### src/rtl/mon_hs_pkg.sv
package mon_hs_pkg;
  typedef enum logic [1:0] {
    ADR_TXD  = 2'd0,
    ADR_RXD  = 2'd1,
    ADR_CTRL = 2'd2,
    ADR_STAT = 2'd3
  } mon_addr_e;

  // Status bit positions
  localparam int ST_RDR = 3;
  localparam int ST_EOP = 2;
  localparam int ST_ACK = 1;
  localparam int ST_ABT = 0;
  // Control bit positions
  localparam int CT_RIE = 3;
  localparam int CT_MRC = 2;
  localparam int CT_XIE = 1;
  localparam int CT_MXC = 0;

  // Per-status-bit enable mask derived from the control word
  function automatic logic [3:0] mon_irq_mask(input logic [3:0] ctrl);
    return {ctrl[CT_RIE], ctrl[CT_RIE], ctrl[CT_XIE], ctrl[CT_XIE]};
  endfunction

  // Whether an accepted byte may flag byte-received status
  function automatic logic mon_rdr_allowed(input logic mr_ctrl, input logic first_of_pkt);
    return mr_ctrl | first_of_pkt;
  endfunction
endpackage

### src/rtl/mon_rx.sv
module mon_rx #(
  parameter int DW = 8
) (
  input  logic          clk,
  input  logic          rst_n,
  input  logic          frame_stb,
  input  logic [DW-1:0] rx_byte,
  input  logic          rx_mx,
  input  logic          mr_ctrl,
  output logic [DW-1:0] rx_data,
  output logic          mr_q,
  output logic          ev_rdr,
  output logic          ev_eop
);
  import mon_hs_pkg::*;

  logic          prev_mx;
  logic          have_cand;
  logic          active;
  logic          first_q;
  logic [DW-1:0] cand;
  logic          mx_fall;
  logic          accept;

  assign mx_fall = frame_stb & ~rx_mx & prev_mx;
  assign accept  = frame_stb & ~rx_mx & ~prev_mx & have_cand & (cand == rx_byte);
  assign ev_rdr  = accept & mon_rdr_allowed(mr_ctrl, first_q);
  assign ev_eop  = frame_stb & rx_mx & prev_mx & active;

  always_ff @(posedge clk or negedge rst_n) begin
    if (!rst_n) begin
      prev_mx   <= 1'b1;
      have_cand <= 1'b0;
      active    <= 1'b0;
      first_q   <= 1'b1;
      cand      <= '0;
      rx_data   <= '0;
      mr_q      <= 1'b1;
    end else if (frame_stb) begin
      prev_mx <= rx_mx;
      mr_q    <= 1'b1;
      if (mx_fall) begin
        cand      <= rx_byte;
        have_cand <= 1'b1;
        active    <= 1'b1;
      end else if (!rx_mx) begin
        have_cand <= 1'b0;
        if (accept) begin
          rx_data <= rx_byte;
          mr_q    <= 1'b0;
          first_q <= 1'b0;
        end
      end else begin
        have_cand <= 1'b0;
        if (ev_eop) begin
          active  <= 1'b0;
          first_q <= 1'b1;
        end
      end
    end
  end
endmodule

### src/rtl/mon_tx.sv
module mon_tx #(
  parameter int GRACE     = 2,
  parameter int ABORT_RUN = 2
) (
  input  logic clk,
  input  logic rst_n,
  input  logic frame_stb,
  input  logic rx_mr,
  input  logic start,
  output logic busy,
  output logic ev_ack,
  output logic ev_abort
);
  localparam int NW = $clog2(GRACE + 1);
  localparam int MW = $clog2(ABORT_RUN + 1);

  logic [NW-1:0] nfr;
  logic [MW-1:0] miss;
  logic          in_window;

  assign in_window = (nfr == NW'(GRACE));
  assign ev_ack    = busy & frame_stb & ~rx_mr;
  assign ev_abort  = busy & frame_stb & rx_mr & in_window & (miss == MW'(ABORT_RUN - 1));

  always_ff @(posedge clk or negedge rst_n) begin
    if (!rst_n) begin
      busy <= 1'b0;
      nfr  <= '0;
      miss <= '0;
    end else if (start) begin
      busy <= 1'b1;
      nfr  <= '0;
      miss <= '0;
    end else if (busy && frame_stb) begin
      if (ev_ack || ev_abort) begin
        busy <= 1'b0;
      end else if (in_window) begin
        miss <= miss + 1'b1;
      end else begin
        nfr <= nfr + 1'b1;
      end
    end
  end
endmodule

### src/rtl/mon_regs.sv
module mon_regs #(
  parameter int DW = 8
) (
  input  logic          clk,
  input  logic          rst_n,
  input  logic          bus_sel,
  input  logic          bus_wr,
  input  logic [1:0]    bus_addr,
  input  logic [DW-1:0] bus_wdata,
  input  logic [DW-1:0] rx_data,
  input  logic [3:0]    ev_set,
  output logic [DW-1:0] bus_rdata,
  output logic [DW-1:0] txd,
  output logic [3:0]    ctrl,
  output logic [3:0]    stat,
  output logic          txd_wr,
  output logic          rd_stat,
  output logic          irq
);
  import mon_hs_pkg::*;

  logic wr_en;

  assign wr_en   = bus_sel & bus_wr;
  assign txd_wr  = wr_en & (bus_addr == ADR_TXD);
  assign rd_stat = bus_sel & ~bus_wr & (bus_addr == ADR_STAT);
  assign irq     = |(stat & mon_irq_mask(ctrl));

  always_ff @(posedge clk or negedge rst_n) begin
    if (!rst_n) begin
      txd  <= '0;
      ctrl <= '0;
      stat <= '0;
    end else begin
      if (txd_wr) txd <= bus_wdata;
      if (wr_en && bus_addr == ADR_CTRL) ctrl <= bus_wdata[3:0];
      stat <= (rd_stat ? 4'b0 : stat) | ev_set;
    end
  end

  always_comb begin
    unique case (bus_addr)
      ADR_TXD:  bus_rdata = txd;
      ADR_RXD:  bus_rdata = rx_data;
      ADR_CTRL: bus_rdata = {{(DW-4){1'b0}}, ctrl};
      default:  bus_rdata = {{(DW-4){1'b0}}, stat};
    endcase
  end
endmodule

### src/rtl/mon_hs_ctrl.sv
module mon_hs_ctrl #(
  parameter int DW        = 8,
  parameter int GRACE     = 2,
  parameter int ABORT_RUN = 2
) (
  input  logic          clk,
  input  logic          rst_n,
  input  logic          frame_stb,
  input  logic [DW-1:0] rx_byte,
  input  logic          rx_mx,
  input  logic          rx_mr,
  input  logic          bus_sel,
  input  logic          bus_wr,
  input  logic [1:0]    bus_addr,
  input  logic [DW-1:0] bus_wdata,
  output logic [DW-1:0] bus_rdata,
  output logic [DW-1:0] tx_byte,
  output logic          tx_mx,
  output logic          tx_mr
  ,output logic         irq
);
  import mon_hs_pkg::*;

  logic [DW-1:0] rx_data;
  logic [3:0]    ctrl_q;
  logic [3:0]    stat_q;
  logic [3:0]    ev_set;
  logic          txd_wr, rd_stat;
  logic          mr_q, ev_rdr, ev_eop;
  logic          tx_busy, ev_ack, ev_abort, tx_start;

  assign tx_start = txd_wr & ~tx_busy & ctrl_q[CT_MXC];
  assign ev_set   = {ev_rdr, ev_eop, ev_ack, ev_abort};
  assign tx_mx    = ~(ctrl_q[CT_MXC] & tx_busy);
  assign tx_mr    = ctrl_q[CT_MRC] ? mr_q : 1'b1;

  mon_regs #(.DW(DW)) regs_i (
    .clk(clk), .rst_n(rst_n), .bus_sel(bus_sel), .bus_wr(bus_wr),
    .bus_addr(bus_addr), .bus_wdata(bus_wdata), .rx_data(rx_data),
    .ev_set(ev_set), .bus_rdata(bus_rdata), .txd(tx_byte), .ctrl(ctrl_q),
    .stat(stat_q), .txd_wr(txd_wr), .rd_stat(rd_stat), .irq(irq)
  );

  mon_rx #(.DW(DW)) rx_i (
    .clk(clk), .rst_n(rst_n), .frame_stb(frame_stb), .rx_byte(rx_byte),
    .rx_mx(rx_mx), .mr_ctrl(ctrl_q[CT_MRC]), .rx_data(rx_data),
    .mr_q(mr_q), .ev_rdr(ev_rdr), .ev_eop(ev_eop)
  );

  mon_tx #(.GRACE(GRACE), .ABORT_RUN(ABORT_RUN)) tx_i (
    .clk(clk), .rst_n(rst_n), .frame_stb(frame_stb), .rx_mr(rx_mr),
    .start(tx_start), .busy(tx_busy), .ev_ack(ev_ack), .ev_abort(ev_abort)
  );
endmodule

### config.mk
export PLATFORM = sky130hd
export DESIGN_NAME = mon_hs_ctrl
export DESIGN_NICKNAME = d
export VERILOG_FILES = /design/src/rtl/mon_hs_pkg.sv /design/src/rtl/mon_rx.sv /design/src/rtl/mon_tx.sv /design/src/rtl/mon_regs.sv /design/src/rtl/mon_hs_ctrl.sv
export SDC_FILE = /design/constraint.sdc
export NUM_CORES = 1
export LEC_CHECK = 0
export BUFFER_PORTS_ARGS = -buffer_cell sky130_fd_sc_hd__clkbuf_2
export CORE_ASPECT_RATIO = 1.5
export CORE_MARGIN = 8
export CORE_UTILIZATION = 48
export CTS_CLUSTER_SIZE = 40
export DETAILED_ROUTE_END_ITERATION = 6
export HOLD_SLACK_MARGIN = 0.12
export PLACE_DENSITY = 0.74
export SLEW_MARGIN = 5
export SYNTH_ARGS = -nofsm -noshare
export SYNTH_HDL_FRONTEND = slang
export SYNTH_HIERARCHICAL = 1
export SYNTH_SLANG_ARGS = --single-unit
### constraint.sdc
create_clock -name clk -period 2.1 [get_ports clk]
set_clock_uncertainty 0.2 [all_clocks]
set_input_delay 0 -clock clk [delete_from_list [all_inputs] [get_ports clk]]
set_output_delay 0 -clock clk [all_outputs]
set_load 0.05 [all_outputs]
# [After elaboration in Yosys (flattened, before gate mapping)]
# Index checks and enable logic that the tools add are counted.
[word_totals] ff_bits=42 wordCells=97
[classes] muxes=24 bitwise_logic=31 reduce_logical=18 n_eq_ne=9 add_sub_neg=2
[ops] operator="one-hot mux 8 bit (3 select lines)" n=1
[ops] operator="bitwise AND 1 bit" n=21
[ops] operator="two-way mux 2 bit" n=8
[ops] operator="two-way mux 1 bit" n=14
[ops] operator="nonzero test 2 bit" n=6
[ops] operator="AND reduction 3 bit" n=3
[ops] operator="equality test 8 bit" n=1
[ops] operator="AND reduction 4 bit" n=2
[ops] operator="inverter 1 bit" n=7
[ops] operator="equality test 2 bit, second input constant" n=3
[ops] operator="!= test 2 x 1 -> 1 bit, second input constant" n=3
[ops] operator="adder 2 x 1 -> 2 bit, second input constant" n=2
[ops] operator="bitwise AND 4 bit" n=1
[ops] operator="equality test 2 x 1 -> 1 bit, second input constant" n=2
[ops] operator="two-way mux 4 bit" n=1
[ops] operator="bitwise OR 4 bit" n=1
[ops] operator="AND reduction 2 bit" n=2
[ops] operator="OR reduction 4 bit" n=1
[ops] operator="logical AND 1 bit" n=2
[ops] operator="logical NOT 2 bit" n=1
[ops] operator="logical OR 1 bit" n=1
[ops] operator="bitwise OR 1 bit" n=1

# [Longest topological paths before layout]
# Gate-level depths: netlist of the first run.
[depth] ltp_word=8 depth_mapped=6 depth_no_buf=5

# [By module]
# Netlist of the first run, hierarchy kept.
[by_module_without_submodules] module="mon_rx" seq_area_each_um2=529.3 n_inst=1 area_each_um2=930.9 cells_each=69
[by_module_without_submodules] module="mon_regs" seq_area_each_um2=400.4 n_inst=1 area_each_um2=833.3 cells_each=54
[by_module_without_submodules] module="mon_tx" seq_area_each_um2=125.1 n_inst=1 area_each_um2=285.3 cells_each=30
[by_module_without_submodules] module="mon_hs_ctrl" seq_area_each_um2=0.0 n_inst=1 area_each_um2=18.8 cells_each=3

# [Worst setup path after synthesis of the first run]
# No wires, ideal clock.
[synth_timing] path_type="register to register" startpoint="register rx_i.prev_mx" endpoint="register rx_i.rx_data[0]" path_slack_ps=165 synth_period_minus_slack_ps=1935 path_buffers=0 path_stages_with_launch=5 setup_ps=125 arrival_ps=1610 required_ps=1775 path_cell_list="dfstp_2 and4bb_2 nand4b_2 nor4_4 mux2_2"
[synth_via] elab_chain_len=5 elab_cells_between_ends=7
[synth_rtl] item="start, declared" line="mon_rx.sv:17" rtl="logic prev_mx;"
[synth_rtl] item="start signal, assigned" line="mon_rx.sv:40" rtl="prev_mx <= rx_mx;"
[synth_rtl] item="inverter 1 bit" line="mon_rx.sv:26" rtl="assign accept = frame_stb & ~rx_mx & ~prev_mx & have_cand & (cand == rx_byte);"
[synth_rtl] item="bitwise AND 1 bit (3 in series)" line="mon_rx.sv:26"
[synth_rtl] item="AND reduction 4 bit (no line) (*)"
[synth_rtl] item="end signal, assigned" line="mon_rx.sv:49" rtl="rx_data <= rx_byte;"
[synth_rtl] item="end, declared" line="mon_rx.sv:10" rtl="output logic [DW-1:0] rx_data,"
# Every way passes the cells marked *; elsewhere a longest branch is shown, timed or not.
# A chain may end at the register's enable or synchronous reset.

# [Final worst setup path of the first run]
[layout_timing] startpoint="input port bus_addr[1]" endpoint="register regs_i.ctrl[0]"
[layout_via] elab_chain_len=2
[layout_rtl] item="start, declared" line="mon_hs_ctrl.sv:14" rtl="input logic [1:0] bus_addr,"
[layout_rtl] item="equality test 2 bit" line="mon_regs.sv:36" rtl="if (wr_en && bus_addr == ADR_CTRL) ctrl <= bus_wdata[3:0];"
[layout_rtl] item="logical AND 1 bit" line="mon_regs.sv:36"
[layout_rtl] item="end signal, assigned" line="mon_regs.sv:36"
[layout_rtl] item="end, declared" line="mon_regs.sv:14" rtl="output logic [3:0] ctrl,"
# Every way passes these cells.

==> results of run 1 <==
-- registers in the layout, summed over array words and instances, names as in the netlist, 2 cells and up --
| name | flops |
|---|---|
| regs_i/stat | 4 |
| tx_i/miss | 2 |
| tx_i/nfr | 2 |
| rx_i/cand | 8 |
| rx_i/rx_data | 8 |
| regs_i/ctrl | 4 |
| regs_i/txd | 8 |
-- power groups by stage --
stage               Clock (uW)  Sequential [uW]  Combinational [uW]
CTS                        549             1040                 731
floorplan                    0             1160                 410
detailed placement           0             1060                 680
finish                     532             1040                 728
global route               581             1060                 788
global placement             0             1060                 672
-- per-layer routing --
layer	share of wire [%]	GRT usage (%)
met5	0	0
met4	0.98	3.60
met3	4.5	4.33
met2	53	25.0
met1	41	14.7
-- worst max-delay path, stage by stage --
cell                            delay, ns
sky130_fd_sc_hd__dlygate4sd3_1       0.55
sky130_fd_sc_hd__clkbuf_2            0.24
sky130_fd_sc_hd__nand4b_4            0.15
sky130_fd_sc_hd__dlygate4sd3_1       0.65
sky130_fd_sc_hd__mux2_2              0.35
-- per-stage QoR --
step	setup slack [ns]	cell area (um2)	hold WS [ns]
2_1_floorplan	0.165	2060	-0.496
3_3_place_gp	0.240	2330	-0.0971
3_5_place_dp	0.213	2330	-0.102
4_1_cts	0.158	2680	0.127
5_1_grt	0.0689	2680	0.174
6_report	0.133	2680	0.0952
-- repair_timing --
action | CTS | global route
hold buffers | 26 | 0
setup buffers | 0 | 0
hold endpoints to repair | 84 | 0
-- layout make-up --
type                    instances  area, um2  area share (%)
repair buffers                 72        498            18.6
well taps                      46       57.6            2.15
clock inverters                 2       12.5           0.467
multi-input cells             105        961            35.8
clock buffers                   6       82.6            3.08
flip-flops and latches         42       1050            39.3
inverters                       4       15.0           0.560
-- how the worst min path moves through the flow --
stage | to
final | tx_i/nfr[0]$_DFFE_PN0P_
after global routing | regs_i/ctrl[3]$_DFFE_PN0P_
after CTS | rx_i/rx_data[2]$_DFFE_PN0P_
after detailed placement | tx_i/nfr[0]$_DFFE_PN0P_
after global placement | tx_i/miss[1]$_DFFE_PN0P_
after floorplan | regs_i/ctrl[0]$_DFFE_PN0P_
==> summary.txt, run 1 <==
Run status
  – Status: finished clean

Route
  – Number of iterations in the first detailed-routing pass: 4
  – Via-to-Cell Ratio: approximately 5.2
  – Routed wire per std cell: ~16 um
  – Via count of the routed design: roughly 1400
  – Number of DRC violations after detailed-routing iteration 0: 100
  – Detailed Route WL: approximately 4400 um
  – Remaining antenna violation count: 0
  – Residual DRC count: 0

Finish
  – Most frequent cells in the layout: 43 x sky130_fd_sc_hd__clkbuf_2, 39 x sky130_fd_sc_hd__dfrtp_1, 26 x sky130_fd_sc_hd__dlygate4sd3_1, 21 x sky130_fd_sc_hd__mux2_2, 14 x sky130_fd_sc_hd__nor2_1
  – FILL cells: 320
  – Final core utilization: 64.3%
  – Most frequent standard cell in the layout excluding fill and tap cells: sky130_fd_sc_hd__clkbuf_2
  – Fraction of final layout cells sized beyond drive strength 1: a little over two fifths
  – Antenna Cells: 0
  – Final net count: ~260
  – Post-route non-filler standard cell count: 277
  – Growth of design area from synthesis to finish: 29.9%

Floorplanning
  – Boundary pin count: 44
  – Standard-cell rows: 29
  – Starting density of the core: 49.5%
  – Chip width: 69.5 um
  – Core ar.: around 4200 um2
  – Die Y: 96.3 um
  – Die area: 6700 um2

STA
  – Final setup violation count: 0
  – Max Clk Rate: ~510 MHz
  – Slew at the pin closest to its max-slew limit: 0.519 ns
  – Max-Slew Margin vs Limit: 65.4%
  – Unrepaired setup endpoints after global routing: false
  – Setup TNS: 0 ns
  – Tmin final: slightly below 2 ns
  – Max-slew violation count: 0
  – Hold violation total from the final report: 0
  – Part of the cycle the worst path needs: a little over nine tenths

Power and ir drop
  – Switching share of total power: approximately 34%
  – Cell internal pwr: around 1500 uW
  – Share of power burned in the clock network: between 20% and 30%
  – Net switching power figure: between 700 and 800 uW
  – Power per unit of standard cell area: around 860 nW/um2
  – Sequential share of power: 45.3%
  – Post-layout total power: 2300 uW
  – Static leakage: ~0.0013 uW
  – Worst IR Drop VDD: 804 uV
  – Combinational share of power: between 30% and 40%

Clock tree
  – Clock transition at the registers of the reported paths: 0.08 ns
  – CTS tree: yes
  – CTS Buf Count: 5
  – CTS-repair resized insts: 0
  – Clock Latency Late Sink: ~0.29 ns
  – Root cell of the clock tree: sky130_fd_sc_hd__clkbuf_8
  – Max Buffers Root-to-Sink: 2
  – H-tree depth: 2
  – Total number of clock tree sinks: 42

Synth
  – Number of instances in the synthesized netlist: between 150 and 200
  – Yosys Warn Count: 6
  – Per-instance average area after synthesis: between 10 and 15 um2
  – Synth Net Count: between 150 and 200
  – Cell area after technology mapping: about 2100 um2

Global route
  – GRT Total Usage: a little over an eighth
  – Remaining global-route overflow: 0
  – Largest net degree at the start of global routing: 43
  – First-pass GRT wire length: 7460 um
  – Number of global-route vias before repair: approximately 1600
  – Number of antenna violations at the first check in global routing: 0

Setup path
  – Worst setup SP type: input port
  – Data required time at the worst endpoint: 2.08 ns
  – Critical Setup Path Class: in2reg
  – Arrival time of data at the critical path endpoint: around 1.9 ns
  – Register-to-register setup slack: approximately 0.21 ns
  – Worst reg2reg startpoint: rx_i/prev_mx$_DFFE_PN1P_
  – Worst Reg2Reg Path Length in Cells: 5
  – Critical Path Source: bus_addr[1]
  – Capturing element of the worst setup path: regs_i/ctrl[0]$_DFFE_PN0P_
  – Critical Path End Type: flip-flop
  – Critical-path maximum fanout: 11
  – Worst reg2reg path endpoint: rx_i/rx_data[6]$_DFFE_PN0P_

Place
  – Number of buffer cells added on primary ports: 43
  – Routability Congestion: 0.751
  – Final HPWL from detailed placement: 3130 um
  – Dpl cells: approximately 240

Run
  – Max Cap Violations: 0

Min path
  – HP Class: in2async
Power figures use the tool's default switching activity.
==> run 2, diff against run 1 <==
- CORE_UTILIZATION: 48 -> 58
- PLACE_DENSITY: 0.74 -> 0.84
- clock period: 2.1 -> 2.3 ns (I/O delays scaled with it)
==> run 2 against run 1 <==
Utilization up 14 points. Sequential power fell by 7%. Via count up 7.0%. Critical path depth unchanged. Worst hold slack improved by 0.10 ns. Non-clock buffer count down 1. Register-to-register slack better by 0.14 ns. Worst setup slack gained 0.16 ns. Clock power grew 8.5%. Sequential share of layout area about the same. Combinational power fell by 7.1%. Total power decreased by 3.5%.
==> summary.txt, run 2 (synthesis gave the netlist of run 1 again) <==
Setup path
  – Worst reg2reg startpoint: rx_i/prev_mx$_DFFE_PN1P_
  – Worst setup SP type: input port
  – Critical Setup Path Class: in2reg
  – Worst reg2reg path endpoint: rx_i/rx_data[0]$_DFFE_PN0P_
  – Arrival time of data at the critical path endpoint: 1.99 ns (+0.05 ns)
  – Cell with the biggest individual delay on the critical path: sky130_fd_sc_hd__dlygate4sd3_1
  – Worst Reg2Reg Path Length in Cells: 5 (unchanged)
  – Max incr delay on CP: 0.67 ns (+0.02 ns)
  – Combined buffer and inverter count along the critical path: 3 (unchanged)
  – Data required time at the worst endpoint: 2.29 ns (+0.21 ns)
  – Register-to-register setup slack: 0.35 ns (+0.14 ns)
  – Critical Path End Type: flip-flop
  – Cell class contributing the biggest share of worst-path delay: buffers and inverters
  – Critical-path maximum fanout: 11 (unchanged)
  – Critical Path, Cell by Cell: dlygate4sd3_1 > clkbuf_2 > nand4b_4 > dlygate4sd3_1 > mux2_2
  – Crit path top cell by count: sky130_fd_sc_hd__dlygate4sd3_1

STA
  – Final setup violation count: 0 (unchanged)
  – Max Clk Rate: 499 MHz
  – Hold violation total from the final report: 0 (unchanged)
  – Part of the cycle the worst path needs: between 80% and 90%
  – Tmin final: 2.00 ns
  – Max-slew violation count: 0 (unchanged)
  – Slew at the pin closest to its max-slew limit: 1.01 ns (+0.493 ns)
  – Max-Slew Margin vs Limit: 32.5% (-33 points)
  – Smallest hold slack: 0.198 ns (+0.103 ns)
  – Setup TNS: 0 ns (unchanged)
  – Unrepaired setup endpoints after global routing: false

Finish
  – Most frequent cells in the layout: 43 x sky130_fd_sc_hd__clkbuf_2, 39 x sky130_fd_sc_hd__dfrtp_1, 26 x sky130_fd_sc_hd__dlygate4sd3_1, 21 x sky130_fd_sc_hd__mux2_2, 14 x sky130_fd_sc_hd__nor2_1
  – Most frequent standard cell in the layout excluding fill and tap cells: sky130_fd_sc_hd__clkbuf_2
  – Antenna Cells: 0 (unchanged)
  – Largest registers ranked by flip-flop count: regs_i/txd: 8 flops, rx_i/cand: 8 flops, rx_i/rx_data: 8 flops
  – Fraction of final layout cells sized beyond drive strength 1: 42.6% (-0.25 points)
  – Growth of design area from synthesis to finish: 29.9% (about the same)
  – Final net count: 256 (-0.39%)
  – Final standard cell area without fillers: 2680 um2 (about the same)

Route
  – Routed wire per std cell: 18.5 um (+17%)
  – Number of iterations in the first detailed-routing pass: 5 (+1)
  – Detailed Route WL: 5030 um (+15%)
  – Number of DRC violations after detailed-routing iteration 0: 50 (-50%)
  – Via-to-Cell Ratio: 5.68 (+9.0%)
  – Residual DRC count: 0 (unchanged)
  – Via count of the routed design: 1546 (+7.0%)
  – Remaining antenna violation count: 0 (unchanged)

Place
  – Number of buffer cells added on primary ports: 43 (unchanged)
  – Area post-placement: 2310 um2 (-0.54%)
  – Final HPWL from detailed placement: 3380 um (+8.0%)
  – Routability Congestion: 0.850 (+13%)

Clock tree
  – CTS Buf Count: 5 (unchanged)
  – H-tree depth: 2 (unchanged)
  – Max Buffers Root-to-Sink: 2 (unchanged)
  – Clock Latency Late Sink: 0.30 ns (about the same)
  – Total number of clock tree sinks: 42 (unchanged)
  – Clock transition at the registers of the reported paths: 0.08 ns (about the same)
  – CTS tree: yes
  – Root cell of the clock tree: sky130_fd_sc_hd__clkbuf_8

Floorplanning
  – Die Y: 89.1 um (-7.5%)
  – Die area: 5760 um2 (-14%)
  – Starting density of the core: 60.4% (+11 points)
  – Standard-cell rows: 26 (-10%)
  – Boundary pin count: 44 (unchanged)
  – Chip width: 64.7 um (-6.9%)
  – Core ar.: 3420 um2 (-18%)

Power and ir drop
  – Net switching power figure: 766 uW (-2.9%)
  – Share of power burned in the clock network: 25.9% (+2.8 points)
  – Static leakage: 0.00130 uW (+0.43%)
  – Sequential share of power: 43.6% (-1.7 points)
  – Combinational share of power: 30.4% (-1.2 points)
  – Cell internal pwr: 1460 uW (-3.8%)
  – Worst IR Drop VDD: 783 uV (-2.7%)
  – Power per unit of standard cell area: 829 nW/um2 (-3.5%)
  – Switching share of total power: 34.5% (+0.19 points)

Run
  – Max Cap Violations: 0 (unchanged)

Run status
  – Status: finished clean

Global route
  – GRT Total Usage: 18.9% (+5.3 points)
  – Remaining global-route overflow: 0 (unchanged)
  – Number of antenna violations at the first check in global routing: 0 (unchanged)
  – First-pass GRT wire length: 8370 um (+12%)
  – Number of global-route vias before repair: 1746 (+9.3%)
  – Largest net degree at the start of global routing: 43 (unchanged)

Min path
  – HP Class: in2async
[run 2: worst max path at each step]
stage                                   startpoint                          end  slack, ns  cells after the start
final                                  bus_addr[1]   regs_i/ctrl[1]$_DFFE_PN0P_       0.30                      5
after global routing                     frame_stb  rx_i/rx_data[0]$_DFFE_PN0P_       0.24                      7
after CTS                                frame_stb  rx_i/rx_data[0]$_DFFE_PN0P_       0.35                      7
after detailed placement  rx_i/prev_mx$_DFFE_PN1P_  rx_i/rx_data[0]$_DFFE_PN0P_       0.38                      5
after global placement    rx_i/prev_mx$_DFFE_PN1P_  rx_i/rx_data[7]$_DFFE_PN0P_       0.45                      5
after floorplan           rx_i/prev_mx$_DFFE_PN1P_  rx_i/rx_data[0]$_DFFE_PN0P_       0.37                      4
[run 2: through the flow]
step	worst slack, ns	std cells	util (%)	power [uW]
after detailed placement	0.383	238	67.7	1610
after global placement	0.448	238	67.7	1570
after floorplan	0.365	155	-	1430
after global routing	0.238	272	78.5	2330
final	0.296	272	78.5	2220
after CTS	0.347	272	78.5	2220
[run 2: metal layers]
layer | up-vias | track usage, % | part of all wire (%)
met4 | 0 | 9.36 | 2.8
li1 | 705 | - | -
met3 | 13 | 6.52 | 5.9
met1 | 768 | 19.4 | 38
met2 | 60 | 33.5 | 53
met5 | - | 0 | 0
[run 2: cell type report]
class / count / area [um2]
Sequential cell: 42 / 1050
Timing Repair Buffer: 71 / 490
Inverter: 4 / 15.0
Multi-Input combinational cell: 105 / 961
Clock buffer: 5 / 68.8
Clock inverter: 3 / 40.0
Fill cell: 205 / 733
Tap cell: 42 / 52.6
[run 2: what timing repair did]
item                                   CTS  global route
setup endpoints to repair                0             0
gates resized for setup                  0             0
buffers inserted                         0             0
hold buffers                            26             0
endpoints found under the hold margin   81             0
[run 2: power groups by stage]
stage / Sequential, uW / Clock, uW / Combinational (uW)
after floorplan: 1060 / 0 / 375
after global placement: 968 / 0 / 606
after detailed placement: 980 / 0 / 630
after CTS: 967 / 583 / 674
after global routing: 985 / 617 / 725
final: 970 / 577 / 676
==> run 3, diff against run 2 <==
- ABC_AREA: unset -> 1
- CORE_UTILIZATION: 58 -> 59
==> run 3 against run 2 <==
Synthesized cell count increased by 85%. Worst hold slack got worse by 0.015 ns. Critical path depth increased by 3. Sequential power increased by 2.4%. Clock power increased by 1%. Count of clock-buffer cells in the layout increased by 1. Wire length increased by 42%. Utilization increased by 7.6 points. Via count increased by 56%. Critical path type unchanged. Critical endpoint is now regs_i/txd[7]$_DFFE_PN0P_. Largest cell class unchanged. Largest power group unchanged.
==> summary.txt, run 3 <==
STA
  – Setup TNS: 0 ns (unchanged)
  – Max Clk Rate: 465 MHz (-6.7%)
  – Final critical-path setup slack: 0.152 ns (-0.144 ns)
  – Hold violation total from the final report: 0 (unchanged)
  – Part of the cycle the worst path needs: 93.4% (+6.3 points)
  – Slew at the pin closest to its max-slew limit: 0.834 ns (-0.178 ns)
  – Final setup violation count: 0 (unchanged)
  – Max-Slew Margin vs Limit: 44.4% (+12 points)
  – Unrepaired setup endpoints after global routing: false
  – Tmin final: 2.15 ns (+0.144 ns)
  – Max-slew violation count: 0 (unchanged)

Floorplanning
  – Boundary pin count: 44 (unchanged)
  – Standard-cell rows: 27 (+3.8%)
  – Starting density of the core: 62.0% (+1.6 points)
  – Core ar.: 3680 um2 (+7.8%)
  – Die area: 6160 um2 (+6.8%)
  – Chip width: 66.8 um (+3.2%)
  – Die Y: 92.2 um (+3.5%)

Finish
  – Growth of design area from synthesis to finish: 39.0%
  – Final net count: 413 (+61%)
  – Final core utilization: 86.2% (+7.6 points)
  – Largest registers ranked by flip-flop count: regs_i/txd: 8 flops, rx_i/cand: 8 flops, rx_i/rx_data: 8 flops
  – Antenna Cells: 0 (unchanged)
  – Fraction of final layout cells sized beyond drive strength 1: 22.7% (-20 points)
  – FILL cells: 183 (-11%)
  – Most frequent cells in the layout: 98 x sky130_fd_sc_hd__nand2_1, 48 x sky130_fd_sc_hd__dlygate4sd3_1, 41 x sky130_fd_sc_hd__clkbuf_2, 39 x sky130_fd_sc_hd__dfrtp_1, 34 x sky130_fd_sc_hd__inv_1
  – Final standard cell area without fillers: 3170 um2 (+18%)
  – Most frequent standard cell in the layout excluding fill and tap cells: sky130_fd_sc_hd__nand2_1

Run status
  – Status: finished clean

Setup path
  – Data required time at the worst endpoint: 2.33 ns (+0.04 ns)
  – Capturing element of the worst setup path: regs_i/txd[7]$_DFFE_PN0P_
  – Critical-path maximum fanout: 15 (+4)
  – Worst Reg2Reg Path Length in Cells: 6 (+1)
  – Critical Path End Type: flip-flop
  – Arrival time of data at the critical path endpoint: 2.18 ns (+0.19 ns)
  – Critical Setup Path Class: in2reg
  – Register-to-register setup slack: 0.17 ns (-0.18 ns)
  – Worst setup SP type: input port
  – Critical Path Source: bus_addr[0]
  – Worst reg2reg startpoint: rx_i/prev_mx$_DFFE_PN1P_
  – Worst reg2reg path endpoint: rx_i/rx_data[0]$_DFFE_PN0P_

Route
  – Via count of the routed design: 2406 (+56%)
  – Via-to-Cell Ratio: 5.60 (-1.6%)
  – Residual DRC count: 0 (unchanged)
  – Number of DRC violations after detailed-routing iteration 0: 297 (+490%)
  – Detailed Route WL: 7150 um (+42%)
  – Routed wire per std cell: 16.6 um (-10%)
  – Remaining antenna violation count: 0 (unchanged)
  – Number of iterations in the first detailed-routing pass: 5 (unchanged)

Clock tree
  – H-tree depth: 2 (unchanged)
  – Clock transition at the registers of the reported paths: 0.09 ns (about the same)
  – Max Buffers Root-to-Sink: 2 (unchanged)
  – Root cell of the clock tree: sky130_fd_sc_hd__clkbuf_8
  – CTS Buf Count: 5 (unchanged)
  – CTS tree: yes
  – Total number of clock tree sinks: 42 (unchanged)
  – Clock Latency Late Sink: 0.30 ns (about the same)

Global route
  – Met2 global-route usage: 38.7% (+5.2 points)
  – Remaining global-route overflow: 0 (unchanged)
  – Largest net degree at the start of global routing: 23 (-47%)
  – Met1 capacity usage during global routing: 23.4% (+4.0 points)
  – GRT busiest layer: met2
  – Number of antenna violations at the first check in global routing: 0 (unchanged)
  – Number of global-route vias before repair: 2360 (+35%)
  – GRT Total Usage: 22.6% (+3.7 points)
  – Met3 Resource Use GR: 7.19% (+0.66 points)
  – First-pass GRT wire length: 10800 um (+30%)

Place
  – Area post-placement: 2520 um2 (+8.9%)
  – Final HPWL from detailed placement: 3770 um (+11%)
  – Routability Congestion: 0.838 (-1.4%)
  – DP Worst Slack: 0.729 ns (+0.346 ns)
  – Number of buffer cells added on primary ports: 43 (unchanged)

Power and ir drop
  – Static leakage: 0.00164 uW (+26%)
  – Sequential share of power: 41.6% (-2.0 points)
  – Share of power burned in the clock network: 24.5% (-1.4 points)
  – Power per unit of standard cell area: 752 nW/um2 (-9.2%)
  – Combinational share of power: 33.9% (+3.5 points)
  – Switching share of total power: 38.5% (+4.0 points)
  – Post-layout total power: 2390 uW (+7.3%)
  – Cell internal pwr: 1470 uW (+0.73%)
  – Worst IR Drop VDD: 790 uV (+0.95%)
  – Net switching power figure: 919 uW (+20%)

Synth
  – Number of instances in the synthesized netlist: 287 (+85%)
  – Per-instance average area after synthesis: 7.96 um2 (-40%)
  – Synth Net Count: 314 (+73%)
  – Yosys Warn Count: 6 (unchanged)
  – Cell area after technology mapping: 2280 um2 (+11%)

Run
  – Max Cap Violations: 0 (unchanged)

Min path
  – HP Class: in2reg
## run 3: cell type report
class / count / area, um2 / share of cell area [%]
tap: 43 / 53.8 / 1.70
timing repair buffer: 97 / 761 / 24.0
clock buffer: 6 / 72.6 / 2.29
multi-input combinational: 197 / 1020 / 32.3
sequential: 42 / 1050 / 33.2
inverter: 43 / 169 / 5.32
clock inverter: 2 / 37.5 / 1.18
## run 3: worst min path at each step
| stage | from | to | slack (ns) | depth (start not counted) |
|---|---|---|---|---|
| 6_report | bus_wr | regs_i/stat[2]$_DFF_PN0_ | 0.18 | 5 |
| 5_1_grt | bus_wr | regs_i/stat[2]$_DFF_PN0_ | 0.18 | 5 |
| 4_1_cts | bus_addr[1] | regs_i/txd[3]$_DFFE_PN0P_ | 0.16 | 5 |
| 3_5_place_dp | rst_n | regs_i/txd[4]$_DFFE_PN0P_ | -0.20 | 1 |
| 3_3_place_gp | rst_n | regs_i/txd[4]$_DFFE_PN0P_ | -0.20 | 1 |
| 2_1_floorplan | rst_n | regs_i/ctrl[0]$_DFFE_PN0P_ | -0.50 | 0 |
## run 3: layer usage
metal | vias to the layer above | share of wire (%)
met5 | - | 0
met4 | 0 | 3.6
met1 | 1128 | 35
li1 | 1099 | -
met3 | 29 | 9.6
met2 | 150 | 51
## run 3: per-stage QoR
stage / std cells / hold slack (ns)
floorplan: 287 / -0.496
global route: 430 / 0.182
global placement: 369 / -0.200
finish: 430 / 0.183
detailed placement: 369 / -0.197
CTS: 427 / 0.159
## run 3: timing repair
action | in CTS | in global routing
setup buffers | 0 | 4
endpoints found under the hold margin | 82 | 3
setup endpoints to repair | 0 | 26
hold buffers | 50 | 1
resized for setup | 0 | 5
## run 3: worst max-delay path: stages
cell                            delay [ns]
sky130_fd_sc_hd__clkbuf_2             0.24
sky130_fd_sc_hd__nor2_4               0.30
sky130_fd_sc_hd__nand2_4              0.15
sky130_fd_sc_hd__inv_8                0.11
sky130_fd_sc_hd__nand2_1              0.07
sky130_fd_sc_hd__dlygate4sd3_1        0.59
sky130_fd_sc_hd__nand2_1              0.10
sky130_fd_sc_hd__dlygate4sd3_1        0.61
## run 3: power by group through the flow
stage               Combinational, uW  Clock, uW  Sequential (uW)
finish                            809        584              993
global route                      869        628             1010
CTS                               774        594              979
detailed placement                687          0              992
global placement                  664          0              985
floorplan                         435          0             1060
